===== config.mk =====
export PLATFORM = sky130hd
export DESIGN_NAME = flash_cmd_front
export DESIGN_NICKNAME = d
export VERILOG_FILES = /design/src/rtl/flash_cmd_pkg.sv /design/src/rtl/flash_bus_sampler.sv /design/src/rtl/flash_cmd_seq.sv /design/src/rtl/flash_array_engine.sv /design/src/rtl/flash_cmd_front.sv
export SDC_FILE = /design/constraint.sdc
export NUM_CORES = 1
export LEC_CHECK = 0
export BUFFER_PORTS_ARGS = -buffer_cell sky130_fd_sc_hd__buf_2
export CORE_ASPECT_RATIO = 1.1
export CORE_UTILIZATION = 50
export DETAILED_ROUTE_END_ITERATION = 16
export GPL_ROUTABILITY_DRIVEN = 1
export HOLD_SLACK_MARGIN = 0.15
export PLACE_DENSITY = 0.66
export SETUP_SLACK_MARGIN = 0.5
export SLEW_MARGIN = 30
export SYNTH_ARGS = -nofsm -noshare
export SYNTH_HDL_FRONTEND = slang
export SYNTH_SLANG_ARGS = --single-unit

===== constraint.sdc =====
create_clock -name clk -period 5.7 [get_ports clk]
set_clock_uncertainty 0.05 [all_clocks]
set_input_delay 1.14 -clock clk [delete_from_list [all_inputs] [get_ports clk]]
set_output_delay 1.14 -clock clk [all_outputs]
set_load 0.03 [all_outputs]

===== src/rtl/flash_cmd_pkg.sv =====
package flash_cmd_pkg;

  typedef enum logic [2:0] {
    SQ_IDLE,
    SQ_KEY1,
    SQ_KEY2,
    SQ_PROG_ARM,
    SQ_ERASE_SET,
    SQ_EKEY1,
    SQ_EKEY2
  } seq_state_t;

  typedef enum logic [1:0] {
    EN_IDLE,
    EN_PROG,
    EN_ERASE
  } eng_state_t;

  localparam int unsigned UNLOCK_ADDR_A = 'h5555;
  localparam int unsigned UNLOCK_ADDR_B = 'h2AAA;

  localparam logic [7:0] KEY_FIRST   = 8'hAA;
  localparam logic [7:0] KEY_SECOND  = 8'h55;
  localparam logic [7:0] CMD_PROGRAM = 8'hA0;
  localparam logic [7:0] CMD_ESETUP  = 8'h80;
  localparam logic [7:0] CMD_CHIP    = 8'h10;
  localparam logic [7:0] CMD_LOCK    = 8'h40;

endpackage


===== src/rtl/flash_bus_sampler.sv =====
module flash_bus_sampler #(
  parameter int unsigned ADDR_W = 19,
  parameter int unsigned SYNC_N = 2
) (
  input  logic              clk,
  input  logic              rst_n,
  input  logic              ce_n,
  input  logic              oe_n,
  input  logic              we_n,
  input  logic [ADDR_W-1:0] addr,
  input  logic [7:0]        din,
  output logic              rd_en,
  output logic              wr_evt,
  output logic [ADDR_W-1:0] wr_addr,
  output logic [7:0]        wr_data
);

  // strobe chain: bit 2 = ce, bit 1 = oe, bit 0 = we
  logic [2:0] sh [SYNC_N];
  logic [2:0] s;
  logic       wr_lvl;
  logic       wr_prev;

  always_ff @(posedge clk or negedge rst_n) begin
    if (!rst_n) begin
      for (int i = 0; i < SYNC_N; i++) sh[i] <= 3'b111;
    end else begin
      sh[0] <= {ce_n, oe_n, we_n};
      for (int i = 1; i < SYNC_N; i++) sh[i] <= sh[i-1];
    end
  end

  assign s      = sh[SYNC_N-1];
  assign wr_lvl = ~s[2] & ~s[0];
  assign rd_en  = ~s[2] & ~s[1] & s[0];

  always_ff @(posedge clk or negedge rst_n) begin
    if (!rst_n) begin
      wr_prev <= 1'b0;
      wr_evt  <= 1'b0;
      wr_addr <= '0;
      wr_data <= 8'h00;
    end else begin
      wr_prev <= wr_lvl;
      wr_evt  <= wr_prev & ~wr_lvl;
      // window opens at the later falling strobe: take the address
      if (wr_lvl && !wr_prev) wr_addr <= addr;
      // window closes at the earlier rising strobe: take the data
      if (wr_prev && !wr_lvl) wr_data <= din;
    end
  end

  // one write event per closed window
  a_r4_single_event: assert property (@(posedge clk) disable iff (!rst_n)
    wr_evt |=> !wr_evt);

endmodule


===== src/rtl/flash_cmd_seq.sv =====
module flash_cmd_seq
  import flash_cmd_pkg::*;
#(
  parameter int unsigned ADDR_W = 19
) (
  input  logic              clk,
  input  logic              rst_n,
  input  logic              busy,
  input  logic              wr_evt,
  input  logic [ADDR_W-1:0] wr_addr,
  input  logic [7:0]        wr_data,
  output logic              prog_go,
  output logic              erase_go,
  output logic              lock_go
);

  seq_state_t state, nxt;
  logic       evt, at_a, at_b;

  assign evt  = wr_evt & ~busy;
  assign at_a = (wr_addr == ADDR_W'(UNLOCK_ADDR_A));
  assign at_b = (wr_addr == ADDR_W'(UNLOCK_ADDR_B));

  always_comb begin
    nxt      = state;
    prog_go  = 1'b0;
    erase_go = 1'b0;
    lock_go  = 1'b0;
    if (evt) begin
      nxt = SQ_IDLE;
      unique case (state)
        SQ_IDLE:      if (at_a && wr_data == KEY_FIRST)  nxt = SQ_KEY1;
        SQ_KEY1:      if (at_b && wr_data == KEY_SECOND) nxt = SQ_KEY2;
        SQ_KEY2: begin
          if (at_a && wr_data == CMD_PROGRAM)     nxt = SQ_PROG_ARM;
          else if (at_a && wr_data == CMD_ESETUP) nxt = SQ_ERASE_SET;
        end
        SQ_PROG_ARM:  prog_go = 1'b1;
        SQ_ERASE_SET: if (at_a && wr_data == KEY_FIRST)  nxt = SQ_EKEY1;
        SQ_EKEY1:     if (at_b && wr_data == KEY_SECOND) nxt = SQ_EKEY2;
        SQ_EKEY2: begin
          erase_go = at_a && (wr_data == CMD_CHIP);
          lock_go  = at_a && (wr_data == CMD_LOCK);
        end
        default:      nxt = SQ_IDLE;
      endcase
    end
  end

  always_ff @(posedge clk or negedge rst_n) begin
    if (!rst_n) state <= SQ_IDLE;
    else        state <= nxt;
  end

  // a write made while busy leaves the decoder where it was
  a_r10_busy_freeze: assert property (@(posedge clk) disable iff (!rst_n)
    (busy && wr_evt) |=> (state == $past(state)));

  // at most one operation launched per write
  a_r9_one_launch: assert property (@(posedge clk) disable iff (!rst_n)
    $onehot0({prog_go, erase_go, lock_go}));

endmodule


===== src/rtl/flash_array_engine.sv =====
module flash_array_engine
  import flash_cmd_pkg::*;
#(
  parameter int unsigned ADDR_W    = 19,
  parameter int unsigned MEM_AW    = 4,
  parameter int unsigned BOOT_TOP  = 1,
  parameter int unsigned PROG_CYC  = 16,
  parameter int unsigned ERASE_CYC = 40
) (
  input  logic              clk,
  input  logic              rst_n,
  input  logic              prog_go,
  input  logic              erase_go,
  input  logic              lock_go,
  input  logic [ADDR_W-1:0] op_addr,
  input  logic [7:0]        op_data,
  input  logic [ADDR_W-1:0] rd_addr,
  output logic              busy,
  output logic [7:0]        rd_data
);

  localparam int unsigned SEC_BITS = 14;
  localparam int unsigned IDX_W    = MEM_AW + 1;
  localparam int unsigned CELLS    = 1 << IDX_W;
  localparam int unsigned HALF     = 1 << MEM_AW;
  localparam int unsigned TW       = $clog2(ERASE_CYC + 1);

  function automatic logic in_boot(input logic [ADDR_W-1:0] a);
    if (BOOT_TOP != 0) return &a[ADDR_W-1:SEC_BITS];
    else               return ~|a[ADDR_W-1:SEC_BITS];
  endfunction

  function automatic logic [IDX_W-1:0] idx_of(input logic [ADDR_W-1:0] a);
    return {in_boot(a), a[MEM_AW-1:0]};
  endfunction

  eng_state_t       st;
  logic [TW-1:0]    timer;
  logic [IDX_W-1:0] p_idx;
  logic [7:0]       p_data;
  logic             lock_q;
  logic             finish;
  logic [7:0]       cells [CELLS];

  assign finish = (st != EN_IDLE) && (timer == '0);
  assign busy   = (st != EN_IDLE);

  always_ff @(posedge clk or negedge rst_n) begin
    if (!rst_n) begin
      st     <= EN_IDLE;
      timer  <= '0;
      p_idx  <= '0;
      p_data <= 8'hFF;
      lock_q <= 1'b0;
    end else begin
      if (lock_go) lock_q <= 1'b1;
      unique case (st)
        EN_IDLE: begin
          if (prog_go && !(lock_q && in_boot(op_addr))) begin
            st     <= EN_PROG;
            timer  <= TW'(PROG_CYC - 1);
            p_idx  <= idx_of(op_addr);
            p_data <= op_data;
          end else if (erase_go) begin
            st    <= EN_ERASE;
            timer <= TW'(ERASE_CYC - 1);
          end
        end
        default: begin
          if (timer == '0) st <= EN_IDLE;
          else             timer <= timer - 1'b1;
        end
      endcase
    end
  end

  for (genvar g = 0; g < CELLS; g++) begin : g_cell
    localparam bit IN_BOOT_HALF = (g >= HALF);
    logic [7:0] q;
    always_ff @(posedge clk or negedge rst_n) begin
      if (!rst_n) begin
        q <= 8'hFF;
      end else if (finish) begin
        if (st == EN_PROG && p_idx == IDX_W'(g))
          q <= q & p_data;
        else if (st == EN_ERASE && !(IN_BOOT_HALF && lock_q))
          q <= 8'hFF;
      end
    end
    assign cells[g] = q;
  end

  always_comb begin
    unique case (st)
      EN_PROG:  rd_data = {~p_data[7], 7'b0};
      EN_ERASE: rd_data = 8'h00;
      default:  rd_data = cells[idx_of(rd_addr)];
    endcase
  end

  // programming never sets a bit
  a_r3_only_clears: assert property (@(posedge clk) disable iff (!rst_n)
    (finish && st == EN_PROG) |=>
      ((cells[$past(p_idx)] & ~$past(cells[p_idx])) == 8'h00));

  // the lockout never clears
  a_r7_lock_sticky: assert property (@(posedge clk) disable iff (!rst_n)
    lock_q |=> lock_q);

  // a locked boot-sector program starts nothing
  a_r7_locked_prog_dropped: assert property (@(posedge clk) disable iff (!rst_n)
    (st == EN_IDLE && prog_go && !erase_go && lock_q && in_boot(op_addr)) |=>
      (st == EN_IDLE));

  // erase under lockout keeps the first boot cell
  a_r8_boot_kept: assert property (@(posedge clk) disable iff (!rst_n)
    (finish && st == EN_ERASE && lock_q) |=> (cells[HALF] == $past(cells[HALF])));

  // the operation timer stays inside the longest window
  a_r10_timer_bound: assert property (@(posedge clk) disable iff (!rst_n)
    busy |-> (timer < TW'(ERASE_CYC)));

endmodule


===== src/rtl/flash_cmd_front.sv =====
module flash_cmd_front
  import flash_cmd_pkg::*;
#(
  parameter int unsigned ADDR_W    = 19,
  parameter int unsigned MEM_AW    = 4,
  parameter int unsigned BOOT_TOP  = 1,
  parameter int unsigned PROG_CYC  = 16,
  parameter int unsigned ERASE_CYC = 40,
  parameter int unsigned SYNC_N    = 2
) (
  input  logic              clk,
  input  logic              rst_n,
  input  logic              ce_n,
  input  logic              oe_n,
  input  logic              we_n,
  input  logic [ADDR_W-1:0] addr,
  input  logic [7:0]        dq_in,
  output logic [7:0]        dq_out,
  output logic              dq_oe,
  output logic              busy
);

  logic              rd_en, wr_evt;
  logic [ADDR_W-1:0] wr_addr;
  logic [7:0]        wr_data, rd_data;
  logic              prog_go, erase_go, lock_go;

  flash_bus_sampler #(.ADDR_W(ADDR_W), .SYNC_N(SYNC_N)) u_sampler (
    .clk, .rst_n, .ce_n, .oe_n, .we_n, .addr, .din(dq_in),
    .rd_en, .wr_evt, .wr_addr, .wr_data
  );

  flash_cmd_seq #(.ADDR_W(ADDR_W)) u_seq (
    .clk, .rst_n, .busy, .wr_evt, .wr_addr, .wr_data,
    .prog_go, .erase_go, .lock_go
  );

  flash_array_engine #(
    .ADDR_W(ADDR_W), .MEM_AW(MEM_AW), .BOOT_TOP(BOOT_TOP),
    .PROG_CYC(PROG_CYC), .ERASE_CYC(ERASE_CYC)
  ) u_engine (
    .clk, .rst_n, .prog_go, .erase_go, .lock_go,
    .op_addr(wr_addr), .op_data(wr_data), .rd_addr(addr),
    .busy, .rd_data
  );

  always_ff @(posedge clk or negedge rst_n) begin
    if (!rst_n) begin
      dq_oe  <= 1'b0;
      dq_out <= 8'h00;
    end else begin
      dq_oe  <= rd_en;
      dq_out <= rd_en ? rd_data : 8'h00;
    end
  end

  // nothing on the data bus while it is released
  a_r1_quiet_bus: assert property (@(posedge clk) disable iff (!rst_n)
    !dq_oe |-> (dq_out == 8'h00));

endmodule


== Word-level counts from Yosys, hierarchy flattened ==
Index checks and enable logic that the tools add are counted.

* Bits in registers: 325
* Output and inout bits: 10
* Word-level logic and storage cells: 327

* Add/subtract/negate cells: 1
* $lt $le $gt $ge: 1
* Equal/unequal tests: 49
* Mux-type cells: 62
* Bitwise gates (word level): 44
* Reductions and logical operators: 124

{| class="wikitable"
|+ Operators by type and width
! kind !! count
|-
| $mux 8 || 37
|-
| $and 8x8->8 || 32
|-
| $eq 5x5->1 const B || 16
|-
| $reduce_and 2->1 || 35
|-
| $reduce_bool 2->1 || 34
|-
| $logic_and 1x1->1 || 44
|-
| $bmux 8 s5 || 1
|-
| $eq 5x4->1 const B || 8
|-
| $eq 8x8->1 const B || 3
|-
| $mux 6 || 4
|-
| $eq 5x3->1 const B || 4
|-
| $eq 19x14->1 const B || 1
|-
| $eq 19x15->1 const B || 1
|-
| $eq 8x7->1 const B || 2
|-
| $pmux 8 s2 || 1
|-
| $pmux 3 s5 || 1
|-
| $mux 3 || 4
|-
| $eq 5x2->1 const B || 2
|-
| $mux 2 || 5
|-
| $reduce_and 5->1 || 2
|-
| $eq 3x3->1 const B || 3
|-
| $mux 1 || 9
|-
| $eq 8x5->1 const B || 1
|-
| $eq 3x2->1 const B || 2
|-
| other kinds (17) || 29
|}

== Logic depth before layout (Yosys ltp) ==
* Word-level depth: 9
* Depth in mapped cells: 9

== Modules after synthesis ==
Synthesis repeated with hierarchy kept, for this count alone.

* Cells, all modules: 1,356
* Area, all modules: 15,730.1 um2

{| class="wikitable"
|+ By module, submodules not included
! module !! times used !! cells each !! area each (um2) !! seq. area each (um2)
|-
| flash_array_engine || 1 || 1,223 || 13,789.5 || 7,287.0
|-
| flash_bus_sampler || 1 || 68 || 1,242.4 || 883.3
|-
| flash_cmd_seq || 1 || 48 || 422.9 || 75.1
|-
| flash_cmd_front || 1 || 17 || 275.3 || 225.2
|}

== Least setup slack after synthesis ==
Ideal clock, no wire load.

* Path kind: input to register
* From: input port addr[0]
* To: register dq_out[7]
* Arrival time: 2.412 ns
* Required time: 5.511 ns
* Path slack: 3.099 ns
* Stages on the path: 5
* Buffers on the path: 2
* Path through: buf_6 buf_6 mux4_2 a2111oi_0 nor4_1

* Cells in the longest elaborated chain, start to end: 6

{| class="wikitable"
|+ RTL lines
! element !! line !! source
|-
| start, declared || flash_cmd_front.sv:16 || <nowiki>input logic [ADDR_W-1:0] addr,</nowiki>
|-
| $not 5->6 (not written as such) || flash_array_engine.sv:97 || <nowiki>default: rd_data = cells[idx_of(rd_addr)];</nowiki>
|-
| $bmux 8 s5 || flash_array_engine.sv:97 ||
|-
| $mux 8 (not written as such) (2 in a row) || flash_array_engine.sv:97 ||
|-
| $pmux 8 s2 || flash_array_engine.sv:94 || <nowiki>unique case (st)</nowiki>
|-
| $mux 8 || flash_cmd_front.sv:53 || <nowiki>dq_out <= rd_en ? rd_data : 8'h00;</nowiki>
|-
| end signal, assigned || flash_cmd_front.sv:53 ||
|-
| end, declared || flash_cmd_front.sv:18 || <nowiki>output logic [7:0] dq_out,</nowiki>
|}

No other way between the ends. The select of a mux whose other input is x is not followed.
A chain may end at the register's enable or synchronous reset.

== Worst setup path after layout ==
* From: register u_engine.st[0]
* To: output port busy

* Cells in the longest elaborated chain, start to end: 1

{| class="wikitable"
|+ RTL lines
! element !! line !! source
|-
| start, declared || flash_array_engine.sv:37 || <nowiki>eng_state_t st;</nowiki>
|-
| start signal, assigned || flash_array_engine.sv:50 || <nowiki>st <= EN_IDLE;</nowiki>
|-
| start signal, assigned || flash_array_engine.sv:60 || <nowiki>st <= EN_PROG;</nowiki>
|-
| start signal, assigned || flash_array_engine.sv:65 || <nowiki>st <= EN_ERASE;</nowiki>
|-
| $reduce_bool 2->1 || flash_array_engine.sv:46 || <nowiki>assign busy = (st != EN_IDLE);</nowiki>
|-
| end, declared || flash_cmd_front.sv:20 || <nowiki>output logic busy</nowiki>
|}

No other way between the ends.

==> flow_metrics.env <==
export IMPL_power_density_nw_per_um2=293
export IMPL_synthAdderAreaFrac_pct=0.321
export IMPL_postCtsSetupRepairBufs=0
export IMPL_post_route_period_util_pct=53.9
export IMPL_synth_compound_area_share_pct=15.5
export IMPL_diodes=0
export IMPL_synthCells=1330
export IMPL_dp_cells=1689
export IMPL_dpl_cell_area_um2=16000
export IMPL_synth_distinct_cells=66
export IMPL_postCtsHoldBufs=0
export IMPL_setup_viol=0
export IMPL_synthMuxAreaShare_pct=14.0
export IMPL_p_int_uw=3960
export IMPL_startpoint_type="flip-flop"
export IMPL_clockBufferDepth=3
export IMPL_hold_viol=0
export IMPL_layout_common_cells="nand2_1, dfstp_2, o31ai_1, mux4_2, dfrtp_1"
export IMPL_ctsResizeCount=0
export IMPL_routed_wirelength_um=41500
export IMPL_required_ns=4.51
export IMPL_crit_arrival_ns=1.88
export IMPL_path_cells="inv_1 > ha_1 > inv_1 > buf_2"
export IMPL_max_slew_margin_pct=36.0
export IMPL_worst_slew_pin_slew_ns=0.960
export IMPL_detail_route_antenna_nets=0
export IMPL_grtUsageTotal_pct=27.2
export IMPL_drc=0
export IMPL_start_util_pct=51.0
export IMPL_num_fill_cells=2553
export IMPL_clock_sinks=325
export IMPL_clk_latency_ns=0.53
export IMPL_antenna_found_initial=0
export IMPL_yosys_warnings=0
export IMPL_clkPwrFrac_pct=48.9
export IMPL_timing_worst_setup_path_type="flip-flop to primary output"
export IMPL_rsz0062_at_grt="false"
export IMPL_netlist_area_um2=15600
export IMPL_multi_input_area_um2=6620
export IMPL_fin_cells=1757
export IMPL_final_common_cell="nand2_1"
export IMPL_ff_latch_area_um2=8470
export IMPL_nets=1351
export IMPL_root_buffer="clkbuf_16"
export IMPL_synthXorXnorAreaFrac_pct=0
export IMPL_drtIter0Drc=1231
export IMPL_post_dp_hpwl_um=25800
export IMPL_combPwrFrac_pct=3.8
export IMPL_place_port_buffers=41
export IMPL_power_leakage_uw=0.00764
export IMPL_cts_made_buffers=37
export IMPL_total_power_uw=5070
export IMPL_cp_slowest_cell="dfrtp_1"
export IMPL_slew_violations=0
export IMPL_ys_seq_elements=325
export IMPL_outcome="completed"
export IMPL_avgRoutedWirePerCell_um=23.6
export IMPL_min_path_type="flip-flop to flip-flop"
export IMPL_core_area_um2=30600
export IMPL_overflow=0
export IMPL_clkTransAtPathRegs_ns=0.06
export IMPL_dr_total_vias=11200
export IMPL_syn_to_final_growth_pct=10.8
export IMPL_end_kind="primary output"
export IMPL_synth_edf_count=0
export IMPL_design_area_um2=17300
export IMPL_grt_max_degree=136
export IMPL_synth_area_leaders="dfstp_2, o31ai_1, mux4_2"
export IMPL_via_per_inst=6.40
export IMPL_synthDominantAreaCellType="dfstp_2"
export IMPL_cp_max_fo=9
export IMPL_grt_first_pass_wirelength_um=67700
export IMPL_synth_simple_area_share_pct=12.4
export IMPL_max_freq_ghz=0.325
export IMPL_async_flop_share_pct=100
export IMPL_seqPwrFrac_pct=47.3
export IMPL_num_rows=67
export IMPL_sw_frac_of_total_pct=21.9
export IMPL_cts_tree="yes"
export IMPL_setup_tns_ns=0
export IMPL_synthFlopType="dfstp_2"
export IMPL_fp_dieH_um=187
export IMPL_firstDrtPassIters=5
export IMPL_synth_top_family_by_area="compound AO/OA/AOI/OAI gates"
export IMPL_ioPinCount=42
export IMPL_crit_top_cell="inv_1"
export IMPL_drive_gt1_share_pct=38.7
export IMPL_cap_violations=0
export IMPL_first_global_vias=11500
export IMPL_ir_drop_mv=0.236
export IMPL_die_x_um=170
export IMPL_synth_seq_area_share_pct=54.3
export IMPL_gp_congestion=0.845
export IMPL_cts_htree_levels=2
export IMPL_synth_top_area_share_pct=45.4
export IMPL_dieArea_um2=31900
export IMPL_synth_nets=1366
export IMPL_critPathMaxStageDelay_ns=0.40
export IMPL_syn_area_per_cell_um2=11.7
export IMPL_period_needed_ns=3.07
export IMPL_p_sw_uw=1110
path summary, 6_finish.rpt:
kind	from	end	slack, ns	cells past startpoint
worst max-delay path	u_engine.st[0]$_DFFE_PN0P_	busy	2.63	4
worst min-delay path	u_sampler.sh[3]$_DFF_PN1_	u_sampler.s[0]$_DFF_PN1_	0.31	0
worst max register to register	u_engine.timer[0]$_DFFE_PN0P_	u_engine.g_cell[19].q[0]$_DFFE_PN1P_	2.99	7
worst min register to register	u_sampler.sh[3]$_DFF_PN1_	u_sampler.s[0]$_DFF_PN1_	0.31	0
max in group asynchronous	rst_n	u_sampler.wr_addr[12]$_DFFE_PN0P_	3.76	2
min in group asynchronous	rst_n	u_engine.timer[2]$_DFFE_PN0P_	0.61	1
cells in the mapped netlist, drive strengths merged, types with 5 or more instances:
cell type	instances
a21oi	38
and3	8
buf	59
clkbuf	50
dfrtp	55
dfstp	270
inv	8
mux2	48
mux2i	20
mux4	64
nand2	304
nand3	36
nor2	11
nor4	5
o22ai	17
o31ai	260
or2	6
or3	5
metal layers:
metal  global-route usage (%)  vias up  share of wire (%)
li1                         -     4939                  -
met1                     39.9     5787                 44
met5                        0        -                  0
met2                     41.7      436                 47
met3                     3.60       79                5.9
met4                     9.63        0                3.2
power by group through the flow:
stage	combinational (µW)	clock, µW	sequential (µW)
2_1_floorplan	114	0	2420
3_3_place_gp	194	0	2430
3_5_place_dp	198	0	2430
4_1_cts	199	2510	2400
5_1_grt	216	2590	2400
6_report	194	2480	2400
area by class of cell:
class                           count  area share (%)
Timing Repair Buffer               55            2.19
Sequential cell                   325            49.0
Clock inverter                     10           0.774
Clock buffer                       57            6.61
Multi-Input combinational cell    888            38.3
Inverter                            8           0.174
Tap cell                          414            3.00
worst max-delay path, delay by kind of cell, from the launching register on:
kind / cells / cell delay, ns
adders and majority gates: 1 / 0.40
buffers and inverters: 3 / 0.55
DFF: 1 / 0.40
stage by stage:
stage                     setup WS [ns]  util, %  hold WS [ns]
after global routing               2.54     56.5         0.312
after floorplan                    3.10        -         0.295
after detailed placement           2.24     52.2         0.298
final                              2.63     56.5         0.307
after CTS                          2.56     56.4         0.309
after global placement             2.21     52.2         0.296
cells by family after synthesis:
family / after synthesis
buffers and inverters: 117
DFF: 325
AOI/OAI and AO/OA: 335
adders and majority gates: 4
and+or+nand+nor: 417
muxes: 132
flip-flops by register name, indices dropped and copies added (netlist names), 2 cells and up:
name	cells
u_sampler.wr_addr	19
u_sampler.s	3
u_seq.state	3
dq_out	8
u_engine.st	2
u_engine.p_data	8
u_engine.p_idx	5
u_engine.timer	6
u_sampler.wr_data	8
u_engine.g_cell.q	256
u_sampler.sh	3
Power figures use the tool's default switching activity.
